<file path="src/rtl/mframe_sync_pkg.sv">
package mframe_sync_pkg;

    localparam int TYPE_HI = 63;
    localparam int TYPE_LO = 58;

    localparam logic [63:0] SYNC_PATTERN = 64'h78F6_78F6_78F6_78F6;
    localparam logic [63:0] SKIP_PATTERN = 64'h1E00_0000_0000_0000;
    localparam logic [5:0]  TYPE_SCRAM   = 6'b001010;
    localparam logic [5:0]  TYPE_SKIP    = 6'b000111;
    localparam logic [5:0]  TYPE_DIAG    = 6'b011001;

    typedef enum logic [1:0] {
        ST_RESET  = 2'd0,
        ST_SEARCH = 2'd1,
        ST_VERIFY = 2'd2,
        ST_LOCKED = 2'd3
    } msync_state_e;

    typedef struct packed {
        logic is_sync;
        logic is_scram;
        logic is_skip;
        logic is_bad_skip;
        logic is_diag;
    } word_kind_t;

endpackage

</file>
<file path="src/rtl/mframe_word_class.sv">
module mframe_word_class
    import mframe_sync_pkg::*;
(
    input  logic        word_ctrl,
    input  logic [63:0] word_data,
    output word_kind_t  kind
);

    logic [5:0] tcode;
    assign tcode = word_data[TYPE_HI:TYPE_LO];

    always_comb begin
        kind.is_sync     = word_ctrl && (word_data == SYNC_PATTERN);
        kind.is_scram    = word_ctrl && (tcode == TYPE_SCRAM);
        kind.is_skip     = word_ctrl && (word_data == SKIP_PATTERN);
        kind.is_bad_skip = word_ctrl && (tcode == TYPE_SKIP) && (word_data != SKIP_PATTERN);
        kind.is_diag     = word_ctrl && (tcode == TYPE_DIAG);
    end

endmodule

</file>
<file path="src/rtl/mframe_slot_ctr.sv">
module mframe_slot_ctr #(
    parameter int LEN_W   = 14,
    parameter int MIN_LEN = 4
) (
    input  logic             clk,
    input  logic             rst_n,
    input  logic             load_len,
    input  logic [LEN_W-1:0] cfg_len,
    input  logic             advance,
    input  logic             restart,
    output logic             at_sync,
    output logic             at_scram,
    output logic             at_skip,
    output logic             at_diag
);

    localparam logic [LEN_W-1:0] LEN_FLOOR = LEN_W'(MIN_LEN);

    typedef struct packed {
        logic [LEN_W-1:0] len;
        logic [LEN_W-1:0] pos;
    } slot_regs_t;

    slot_regs_t q, d;

    always_comb begin
        d = q;
        if (load_len) begin
            d.len = (cfg_len < LEN_FLOOR) ? LEN_FLOOR : cfg_len;
            d.pos = '0;
        end else if (restart) begin
            d.pos = LEN_W'(1);
        end else if (advance) begin
            d.pos = (q.pos == q.len - 1'b1) ? '0 : q.pos + 1'b1;
        end
    end

    always_ff @(posedge clk or negedge rst_n) begin
        if (!rst_n) begin
            q.len <= LEN_FLOOR;
            q.pos <= '0;
        end else begin
            q <= d;
        end
    end

    assign at_sync  = (q.pos == '0);
    assign at_scram = (q.pos == LEN_W'(1));
    assign at_skip  = (q.pos == LEN_W'(2));
    assign at_diag  = (q.pos == q.len - 1'b1);

endmodule

</file>
<file path="src/rtl/mframe_sync_fsm.sv">
module mframe_sync_fsm
    import mframe_sync_pkg::*;
#(
    parameter int LOCK_SYNCS      = 4,
    parameter int LOSS_MISMATCHES = 3
) (
    input  logic       clk,
    input  logic       rst_n,
    input  logic       blk_lock,
    input  logic       word_valid,
    input  word_kind_t kind,
    input  logic       at_sync,
    input  logic       at_scram,
    input  logic       at_skip,
    input  logic       at_diag,
    output logic       load_len,
    output logic       advance,
    output logic       restart,
    output logic       frame_lock,
    output logic       mf_start,
    output logic       mfrm_err,
    output logic       sync_err,
    output logic       skip_ins,
    output logic       pyld_ins,
    output logic       skip_err,
    output logic       diag_err
);

    localparam int SC_W = $clog2(LOCK_SYNCS + 1);
    localparam int MC_W = $clog2(LOSS_MISMATCHES + 1);
    localparam logic [SC_W-1:0] SYNC_LAST = SC_W'(LOCK_SYNCS - 1);
    localparam logic [MC_W-1:0] MISS_LAST = MC_W'(LOSS_MISMATCHES - 1);

    typedef struct packed {
        msync_state_e    state;
        logic [SC_W-1:0] sync_cnt;
        logic [MC_W-1:0] miss_cnt;
        logic            mf_start;
        logic            mfrm_err;
        logic            skip_ins;
        logic            pyld_ins;
        logic            sync_err;
        logic            skip_err;
        logic            diag_err;
    } fsm_regs_t;

    fsm_regs_t q, d;
    logic      take;

    assign take     = blk_lock && word_valid;
    assign load_len = (q.state == ST_RESET);
    assign advance  = take;
    assign restart  = (q.state == ST_SEARCH) && take && kind.is_sync;

    always_comb begin
        d          = q;
        d.mf_start = 1'b0;
        d.mfrm_err = 1'b0;
        d.skip_ins = 1'b0;
        d.pyld_ins = 1'b0;
        unique case (q.state)
            ST_RESET: d.state = ST_SEARCH;
            ST_SEARCH: begin
                if (restart) begin
                    d.state    = ST_VERIFY;
                    d.sync_cnt = SC_W'(1);
                end
            end
            ST_VERIFY: begin
                if (take && at_sync) begin
                    if (!kind.is_sync) begin
                        d.state    = ST_SEARCH;
                        d.sync_cnt = '0;
                    end else if (q.sync_cnt == SYNC_LAST) begin
                        d.state    = ST_LOCKED;
                        d.sync_cnt = '0;
                        d.miss_cnt = '0;
                        d.mf_start = 1'b1;
                    end else begin
                        d.sync_cnt = q.sync_cnt + 1'b1;
                    end
                end
            end
            ST_LOCKED: begin
                if (take) begin
                    if (at_sync) begin
                        d.mf_start = 1'b1;
                        d.mfrm_err = !kind.is_sync;
                        d.sync_err = !kind.is_sync;
                    end
                    if (at_scram) begin
                        if (kind.is_scram) begin
                            d.miss_cnt = '0;
                        end else if (q.miss_cnt == MISS_LAST) begin
                            d.state    = ST_SEARCH;
                            d.miss_cnt = '0;
                        end else begin
                            d.miss_cnt = q.miss_cnt + 1'b1;
                        end
                    end
                    if (at_skip) begin
                        d.pyld_ins = !kind.is_skip;
                        d.skip_err = kind.is_bad_skip;
                    end else if (kind.is_skip) begin
                        d.skip_ins = 1'b1;
                    end
                    if (at_diag) begin
                        d.diag_err = !kind.is_diag;
                    end
                end
            end
            default: d.state = ST_SEARCH;
        endcase
        if (!blk_lock && q.state != ST_RESET) begin
            d.state    = ST_SEARCH;
            d.sync_cnt = '0;
            d.miss_cnt = '0;
        end
    end

    always_ff @(posedge clk or negedge rst_n) begin
        if (!rst_n) begin
            q <= '{state: ST_RESET, default: '0};
        end else begin
            q <= d;
        end
    end

    assign frame_lock = (q.state == ST_LOCKED);
    assign mf_start   = q.mf_start;
    assign mfrm_err   = q.mfrm_err;
    assign sync_err   = q.sync_err;
    assign skip_ins   = q.skip_ins;
    assign pyld_ins   = q.pyld_ins;
    assign skip_err   = q.skip_err;
    assign diag_err   = q.diag_err;

endmodule

</file>
<file path="src/rtl/mframe_sync.sv">
module mframe_sync
    import mframe_sync_pkg::*;
#(
    parameter int LEN_W           = 14,
    parameter int MIN_LEN         = 4,
    parameter int LOCK_SYNCS      = 4,
    parameter int LOSS_MISMATCHES = 3
) (
    input  logic             clk,
    input  logic             rst_n,
    input  logic [LEN_W-1:0] cfg_len,
    input  logic             blk_lock,
    input  logic             word_valid,
    input  logic             word_ctrl,
    input  logic [63:0]      word_data,
    output logic             frame_lock,
    output logic             mf_start,
    output logic             mfrm_err,
    output logic             sync_err,
    output logic             skip_ins,
    output logic             pyld_ins,
    output logic             skip_err,
    output logic             diag_err
);

    word_kind_t kind;
    logic       load_len, advance, restart;
    logic       at_sync, at_scram, at_skip, at_diag;

    mframe_word_class u_class (
        .word_ctrl (word_ctrl),
        .word_data (word_data),
        .kind      (kind)
    );

    mframe_slot_ctr #(
        .LEN_W   (LEN_W),
        .MIN_LEN (MIN_LEN)
    ) u_slots (
        .clk      (clk),
        .rst_n    (rst_n),
        .load_len (load_len),
        .cfg_len  (cfg_len),
        .advance  (advance),
        .restart  (restart),
        .at_sync  (at_sync),
        .at_scram (at_scram),
        .at_skip  (at_skip),
        .at_diag  (at_diag)
    );

    mframe_sync_fsm #(
        .LOCK_SYNCS      (LOCK_SYNCS),
        .LOSS_MISMATCHES (LOSS_MISMATCHES)
    ) u_fsm (
        .clk        (clk),
        .rst_n      (rst_n),
        .blk_lock   (blk_lock),
        .word_valid (word_valid),
        .kind       (kind),
        .at_sync    (at_sync),
        .at_scram   (at_scram),
        .at_skip    (at_skip),
        .at_diag    (at_diag),
        .load_len   (load_len),
        .advance    (advance),
        .restart    (restart),
        .frame_lock (frame_lock),
        .mf_start   (mf_start),
        .mfrm_err   (mfrm_err),
        .sync_err   (sync_err),
        .skip_ins   (skip_ins),
        .pyld_ins   (pyld_ins),
        .skip_err   (skip_err),
        .diag_err   (diag_err)
    );

endmodule

</file>
<file path="config.mk">
export PLATFORM = sky130hd
export DESIGN_NAME = mframe_sync
export DESIGN_NICKNAME = d
export VERILOG_FILES = /design/src/rtl/mframe_sync_pkg.sv /design/src/rtl/mframe_word_class.sv /design/src/rtl/mframe_slot_ctr.sv /design/src/rtl/mframe_sync_fsm.sv /design/src/rtl/mframe_sync.sv
export SDC_FILE = /design/constraint.sdc
export NUM_CORES = 1
export LEC_CHECK = 0
export CAP_MARGIN = 25
export CORE_MARGIN = 10
export CORE_UTILIZATION = 52
export CTS_CLUSTER_DIAMETER = 40
export CTS_CLUSTER_SIZE = 30
export DETAILED_ROUTE_END_ITERATION = 6
export PLACE_DENSITY_LB_ADDON = 0.12
export SETUP_SLACK_MARGIN = 0.05
export SLEW_MARGIN = 20
export SYNTH_ARGS = -nofsm -noshare
export SYNTH_HDL_FRONTEND = slang
export SYNTH_SLANG_ARGS = --single-unit
</file>
<file path="constraint.sdc">
create_clock -name clk -period 7.7 [get_ports clk]
set_clock_uncertainty 0.2 [all_clocks]
set_input_delay 1.54 -clock clk [delete_from_list [all_inputs] [get_ports clk]]
set_output_delay 1.54 -clock clk [all_outputs]
set_load 0.01 [all_outputs]
</file>
==> run_results.csv, run 1 <==
group,metric,value,unit
synth,syn_inst,362,
outcome,status,"complete, no violations",
final_layout,multi_input_area,1920,um^2
synth,synth_warnings,0,
cts,h-tree-depth,2,
final_layout,nNetsFinal,538,
drt,drt_iter0_drc,89,
cts,tritoncts,"done",
final_layout,nFillCells,466,
floorplan,num_rows,28,
power_and_ir_drop,power.leakage,1.67,nW
worst_setup_path,critical_path_required,7.69,ns
final_layout,seqCellArea,1050,um^2
drt,drc,0,
final_layout,fin_area,4160,um^2
worst_setup_path,critPathSlowestCell,"or4_1",
floorplan,io_pins,91,
drt,detail_route.wl_per_cell,17.3,um
cts,postCtsHoldBufs,0,
global_routing,grt_pass1_vias,3278,
synth,synth_top_area_share,32.9,%
power_and_ir_drop,finalPower,0.000554,W
worst_setup_path,ff2ff_path_depth,8,
worst_setup_path,endpoint,"u_fsm.q[7]",
timing,final_max_slew_viol_count,0,
cts,cts_buffers,5,
worst_setup_path,crit_chain,"clkdlybuf4s50_1, or4_1, or4_1, nor2_4, nand3_1, a31oi_1, mux2_2",
worst_setup_path,crit_arrival,4.13,ns
final_layout,layout-drive-gt1-share,10.5,%
final_layout,area_growth,33.4,%
synth,ys_top_cells_by_area,"dfrtp_1 33%, mux2_2 5.4%, nand2_1 5.1%, nor4_1 4.8%, ha_1 4.0%",
floorplan,dieArea,9500,um^2
worst_setup_path,max_stage_delay,0.65,ns
placed_design,gp_congestion,0.847,
power_and_ir_drop,powerDensity,133,nW/um^2
floorplan,initial_core_util,53.0,%
global_routing,grt_max_degree,43,
worst_setup_path,rrSetupSlack,4.57,ns
final_layout,fin_util,70.7,%
cts,clk_pin_slew,0.08,ns
cts,cts_sinks,42,
global_routing,grt.total_usage,18.6,%
worst_setup_path,crit_path_start_kind,"input pin",
worst_setup_path,crit_path_end_kind,"flip-flop",
timing,rsz0062_at_grt,"false",
synth,synth_flop_cell,"dfrtp_1",
drt,num_vias,3111,
cts,cts-root-buf,"clkbuf_8",
floorplan,die_h,97.5,um
placed_design,dpl_cell_area,4030,um^2
timing,min_period,4.14,ns
synth,syn_area_per_cell,8.62,um^2
drt,via_per_inst,5.97,
drt,ant_nets,0,
synth,synthesis.area,3120,um^2
synth,ys_seq_area_share,33.7,%
placed_design,port_buffers,90,
drt,drtPass1Iterations,4,
synth,synth-edff-count,0,
synth,ys_ff_latch,42,
timing,setup_viol,0,
timing,tns,0,ns
power_and_ir_drop,vdd_drop_max,87.9,uV
synth,synth_top_area_cell,"dfrtp_1",
synth,synthesis.nets,455,
global_routing,grt_pass1_wl,14900,um
timing,max_clock_freq,242,MHz
timing,period_share,53.7,%
synth,ys_types,61,
floorplan,die_x,97.5,um
cts,cts_setup_buffers,0,
cts,clkLatencyLatePin,0.30,ns
placed_design,dpl.hpwl,7280,um
worst_hold_path,holdCritStartpoint,"u_fsm.sync_err",
worst_hold_path,hold_path.class,"reg2reg",
timing,relSlewSlack,40.1,%
worst_setup_path,r2r_start,"u_slots.q[18]",
worst_setup_path,cpMostUsedCell,"or4_1",
timing,hold_viol,0,
worst_setup_path,r2r_end,"u_fsm.diag_err",
worst_setup_path,startpoint,"word_data[25]",
timing,worst_pin_slew,0.898,ns
global_routing,grt_overflow,0,
drt,drt-total-wl,9040,um
cts,ctsResizeCount,0,
job,max-cap-violations,0,
cts,cts.path.max_buffers,2,
worst_setup_path,crit_type,"in2reg",
synth,synthArstFlopShare,100,%
global_routing,antenna_found_initial,0,
final_layout,n_antenna_cell,0,
floorplan,core,5890,um^2
worst_setup_path,critPathMaxFanout,8,
-- report_power, final --
part           switching, W  leakage, nW  internal [W]
registers         0.0000196        0.560      0.000230
logic             0.0000589         1.05     0.0000702
clock network     0.0000806       0.0579     0.0000955
-- synth_stat cells, types with 6 or more instances --
cell / number
xor2_1: 8
o21ai_0: 6
dfrtp_1: 41
o211ai_1: 7
or4_1: 7
nand3_1: 18
nand4_1: 19
clkbuf_1: 8
nand2_1: 42
nor2_1: 29
inv_1: 16
a21oi_1: 6
mux2_2: 15
xnor2_1: 10
a31oi_1: 9
nor4_1: 24
ha_1: 10
nor3_1: 9
-- routing by layer --
metal	part of all wire, %	routed length (um)	vias up	global-route usage, %
li1	-	-	1508	-
met1	38	3460	1488	18.4
met2	53	4780	102	34.8
met3	7.1	641	13	6.33
met4	1.8	162	0	6.26
met5	0	0	-	0
-- worst min path at each step --
stage,end,cells past startpoint
floorplan,u_fsm.q[10],2
global placement,u_fsm.sync_err,1
detailed placement,u_fsm.skip_err,2
CTS,u_fsm.skip_err,2
global route,u_fsm.sync_err,1
finish,u_fsm.sync_err,1
-- cell type report --
class / instances / share of cell area, %
repair buffers: 93 / 22.4
multi-input cells: 287 / 46.0
well taps: 75 / 2.25
flip-flops and latches: 42 / 25.3
inverters: 16 / 1.44
clock inverters: 3 / 0.962
clock buffers: 5 / 1.65
-- kinds of logic (layout without fill, tap and decap cells) --
| logic type | Yosys count | count (layout) | synth area share [%] |
|---|---|---|---|
| buf+inv | 33 | 117 | 5.01 |
| mux | 20 | 20 | 7.02 |
| flops | 42 | 42 | 33.7 |
| xor+xnor | 18 | 18 | 5.05 |
| compound gates | 55 | 55 | 12.5 |
| simple gates | 184 | 184 | 32.7 |
| fa+ha+maj | 10 | 10 | 4.01 |
-- state kept, by name (all words and copies together), names as in the netlist --
| signal | cells |
|---|---|
| u_fsm.diag_err | 1 |
| u_fsm.mf_start | 1 |
| u_fsm.mfrm_err | 1 |
| u_fsm.pyld_ins | 1 |
| u_fsm.q | 7 |
| u_fsm.skip_err | 1 |
| u_fsm.skip_ins | 1 |
| u_fsm.sync_err | 1 |
| u_slots.q | 28 |
-- critical path: cells and delay by family --
kind                   cells  cell delay (ns)
AND/OR/NAND/NOR            4             1.55
AO/OA/AOI/OAI              1             0.28
multiplexers               1             0.36
buffers and inverters      1             0.40
-- stage by stage --
stage                     instances  hold slack, ns  setup WS (ns)
after global placement          512           0.261           3.30
final                           521           0.285           3.56
after CTS                       520           0.292           3.57
after floorplan                 362           0.299           3.85
after detailed placement        512           0.272           3.24
after global routing            521           0.304           3.43
-- cell usage in the layout, fill, tap and decap left out, drive strengths merged, types with 15 or more instances in the layout --
cell           Yosys  final
dfrtp             41     41
nor4              26     26
nand4             19     19
inv               16     16
nand2             42     42
nand3             21     21
nor2              30     30
mux2              15     15
clkdlybuf4s50      0     89
No activity file was read; power rests on OpenSTA's default activity.
==> inputs of run 2 (changes only) <==
--- a/config.mk
+++ b/config.mk
@@ -7,7 +7,7 @@
 export LEC_CHECK = 0
 export CAP_MARGIN = 25
 export CORE_MARGIN = 10
-export CORE_UTILIZATION = 52
+export CORE_UTILIZATION = 44
 export CTS_CLUSTER_DIAMETER = 40
 export CTS_CLUSTER_SIZE = 30
 export DETAILED_ROUTE_END_ITERATION = 6
==> constraint.sdc (replaced) <==
create_clock -name clk -period 3.8 [get_ports clk]
set_clock_uncertainty 0.2 [all_clocks]
set_input_delay 0.76 -clock clk [delete_from_list [all_inputs] [get_ports clk]]
set_output_delay 0.76 -clock clk [all_outputs]
set_load 0.01 [all_outputs]
==> run_results.csv, run 2 (synthesized netlist as in run 1, its figures left out) <==
group,metric,value,unit
worst_setup_path,crit_path_start_kind,"input pin",
final_layout,nNetsFinal,543,
drt,via_per_inst,5.61,
final_layout,n_antenna_cell,0,
worst_hold_path,hold_path.class,"in2async",
cts,postCtsHoldBufs,0,
power_and_ir_drop,power.leakage,1.68,nW
global_routing,grt_max_degree,43,
drt,drtPass1Iterations,4,
job,max-cap-violations,0,
worst_setup_path,critical_path_required,3.77,ns
floorplan,die_h,104,um
cts,tritoncts,"done",
drt,drt-total-wl,9010,um
power_and_ir_drop,powerDensity,265,nW/um^2
cts,clkLatencyLatePin,0.29,ns
final_layout,nFillCells,594,
worst_setup_path,critPathMaxFanout,6,
cts,cts.path.max_buffers,2,
floorplan,core,6830,um^2
final_layout,largest_reg_flops,28,
cts,cts-root-buf,"clkbuf_8",
timing,min_period,3.35,ns
placed_design,port_buffers,90,
final_layout,layout-drive-gt1-share,11.1,%
drt,drc,0,
cts,cts_buffers,5,
timing,relSlewSlack,46.4,%
final_layout,regMostFlops,"u_slots.q",
drt,drt_iter0_drc,78,
floorplan,die_x,104,um
final_layout,reg.largest.list,"u_slots.q x28, u_fsm.q x7",
timing,rsz0062_at_grt,"false",
final_layout,area_growth,35.4,%
worst_setup_path,max_stage_delay,0.67,ns
worst_setup_path,crit_type,"in2reg",
timing,worst_pin_slew,0.803,ns
worst_setup_path,rrSetupSlack,0.68,ns
final_layout,fin_area,4220,um^2
timing,final_max_slew_viol_count,0,
worst_setup_path,r2r_start,"u_slots.q[18]",
worst_setup_path,startpoint,"word_data[25]",
drt,detail_route.wl_per_cell,16.5,um
global_routing,grt.total_usage,16.3,%
floorplan,io_pins,91,
power_and_ir_drop,vdd_drop_max,150,uV
global_routing,antenna_found_initial,0,
timing,tns,0,ns
timing,setup_viol,0,
floorplan,initial_core_util,45.7,%
worst_setup_path,crit_chain,"clkdlybuf4s50_1, or4_1, or4_1, nor4_4, nand2_1, or4_1, o31a_1",
cts,h-tree-depth,2,
final_layout,layout_commonest_cell,"clkdlybuf4s50_1",
worst_setup_path,crit_path_end_kind,"flip-flop",
cts,ctsResizeCount,0,
worst_setup_path,path_delay_family,"simple AND/OR/NAND/NOR gates",
placed_design,dpl.hpwl,7510,um
timing,period_share,88.2,%
cts,clk_pin_slew,0.08,ns
cts,cts_setup_buffers,0,
global_routing,grt_overflow,0,
global_routing,grt_pass1_vias,3029,
worst_setup_path,cpMostUsedCell,"or4_1",
final_layout,fin_util,61.8,%
final_layout,mostFrequentLayoutCells,"89 x clkdlybuf4s50_1, 42 x nand2_1, 41 x dfrtp_1",
drt,ant_nets,0,
power_and_ir_drop,finalPower,0.00112,W
placed_design,dpl_cell_area,4100,um^2
floorplan,num_rows,30,
timing,max_clock_freq,298,MHz
placed_design,gp_congestion,0.858,
worst_setup_path,critical_path_buf_inv_count,1,
worst_setup_path,critPathSlowestCell,"or4_1",
outcome,status,"complete, no violations",
worst_setup_path,crit_arrival,3.32,ns
final_layout,fin_cells,547,
cts,cts_sinks,42,
timing,hold_viol,0,
global_routing,grt_pass1_wl,15100,um
placed_design,place_inst,538,
drt,num_vias,3066,
floorplan,dieArea,10900,um^2
-- run 2: cell count changes in the layout (fill, tap and decap cells not counted), sizes merged --
cell	delta
clkbuf	+2
buf	+5
clkinv	-2
-- run 2: cell type report --
type,count,area [um^2],area share [%]
Clock buffer,7,76.3,1.81
Clock inverter,1,30.0,0.711
Inverter,16,60.1,1.42
Multi-Input combinational cell,287,1920,45.4
Sequential cell,42,1050,24.9
Tap cell,96,120,2.84
Timing Repair Buffer,98,968,22.9
-- run 2: worst register-to-register path: stages (launching register included) --
cell	delay, ns
dfrtp_1	0.48
nor4_1	0.63
nand3_1	0.18
xnor2_1	0.17
a2111oi_0	0.43
o2111ai_1	0.19
buf_4	0.25
nor2_1	0.14
mux2_2	0.34
-- run 2: per-layer routing --
metal  GRT usage (%)  wire length (um)  vias to the layer above
li1                -                 -                     1523
met1            18.4              3630                     1452
met2            29.1              4640                       77
met3            5.27               576                       14
met4            3.88               154                        0
met5               0                 0                        -
-- run 2: metrics by stage --
step                worst slack (ns)  hold WS [ns]
floorplan                      0.733         0.264
global placement               0.194         0.259
detailed placement             0.145         0.265
CTS                            0.448         0.284
global route                   0.306         0.114
finish                         0.449         0.116
-- run 2: worst paths after layout --
kind,cells past startpoint,end
setup / recovery,7,u_fsm.q[12]
max in group asynchronous,2,u_fsm.pyld_ins
hold reg to reg,1,u_fsm.sync_err
hold / removal,1,u_slots.q[21]
setup reg to reg,8,u_fsm.diag_err
min in group clk,1,u_fsm.sync_err
-- run 2: power by group --
part | internal (W) | total (W) | switching [W] | leakage [nW]
clock network | 0.000197 | 0.000346 | 0.000149 | 0.0524
registers | 0.000465 | 0.000506 | 0.0000405 | 0.560
logic | 0.000147 | 0.000269 | 0.000122 | 1.07
==> inputs of run 3 (changes only) <==
--- a/config.mk
+++ b/config.mk
@@ -11,6 +11,7 @@
 export CTS_CLUSTER_DIAMETER = 40
 export CTS_CLUSTER_SIZE = 30
 export DETAILED_ROUTE_END_ITERATION = 6
+export HOLD_SLACK_MARGIN = 0.06
 export PLACE_DENSITY_LB_ADDON = 0.12
 export SETUP_SLACK_MARGIN = 0.05
 export SLEW_MARGIN = 20
==> results of run 3 <==
Same layout as run 2: the final DEF is identical, and so are final timing and power.
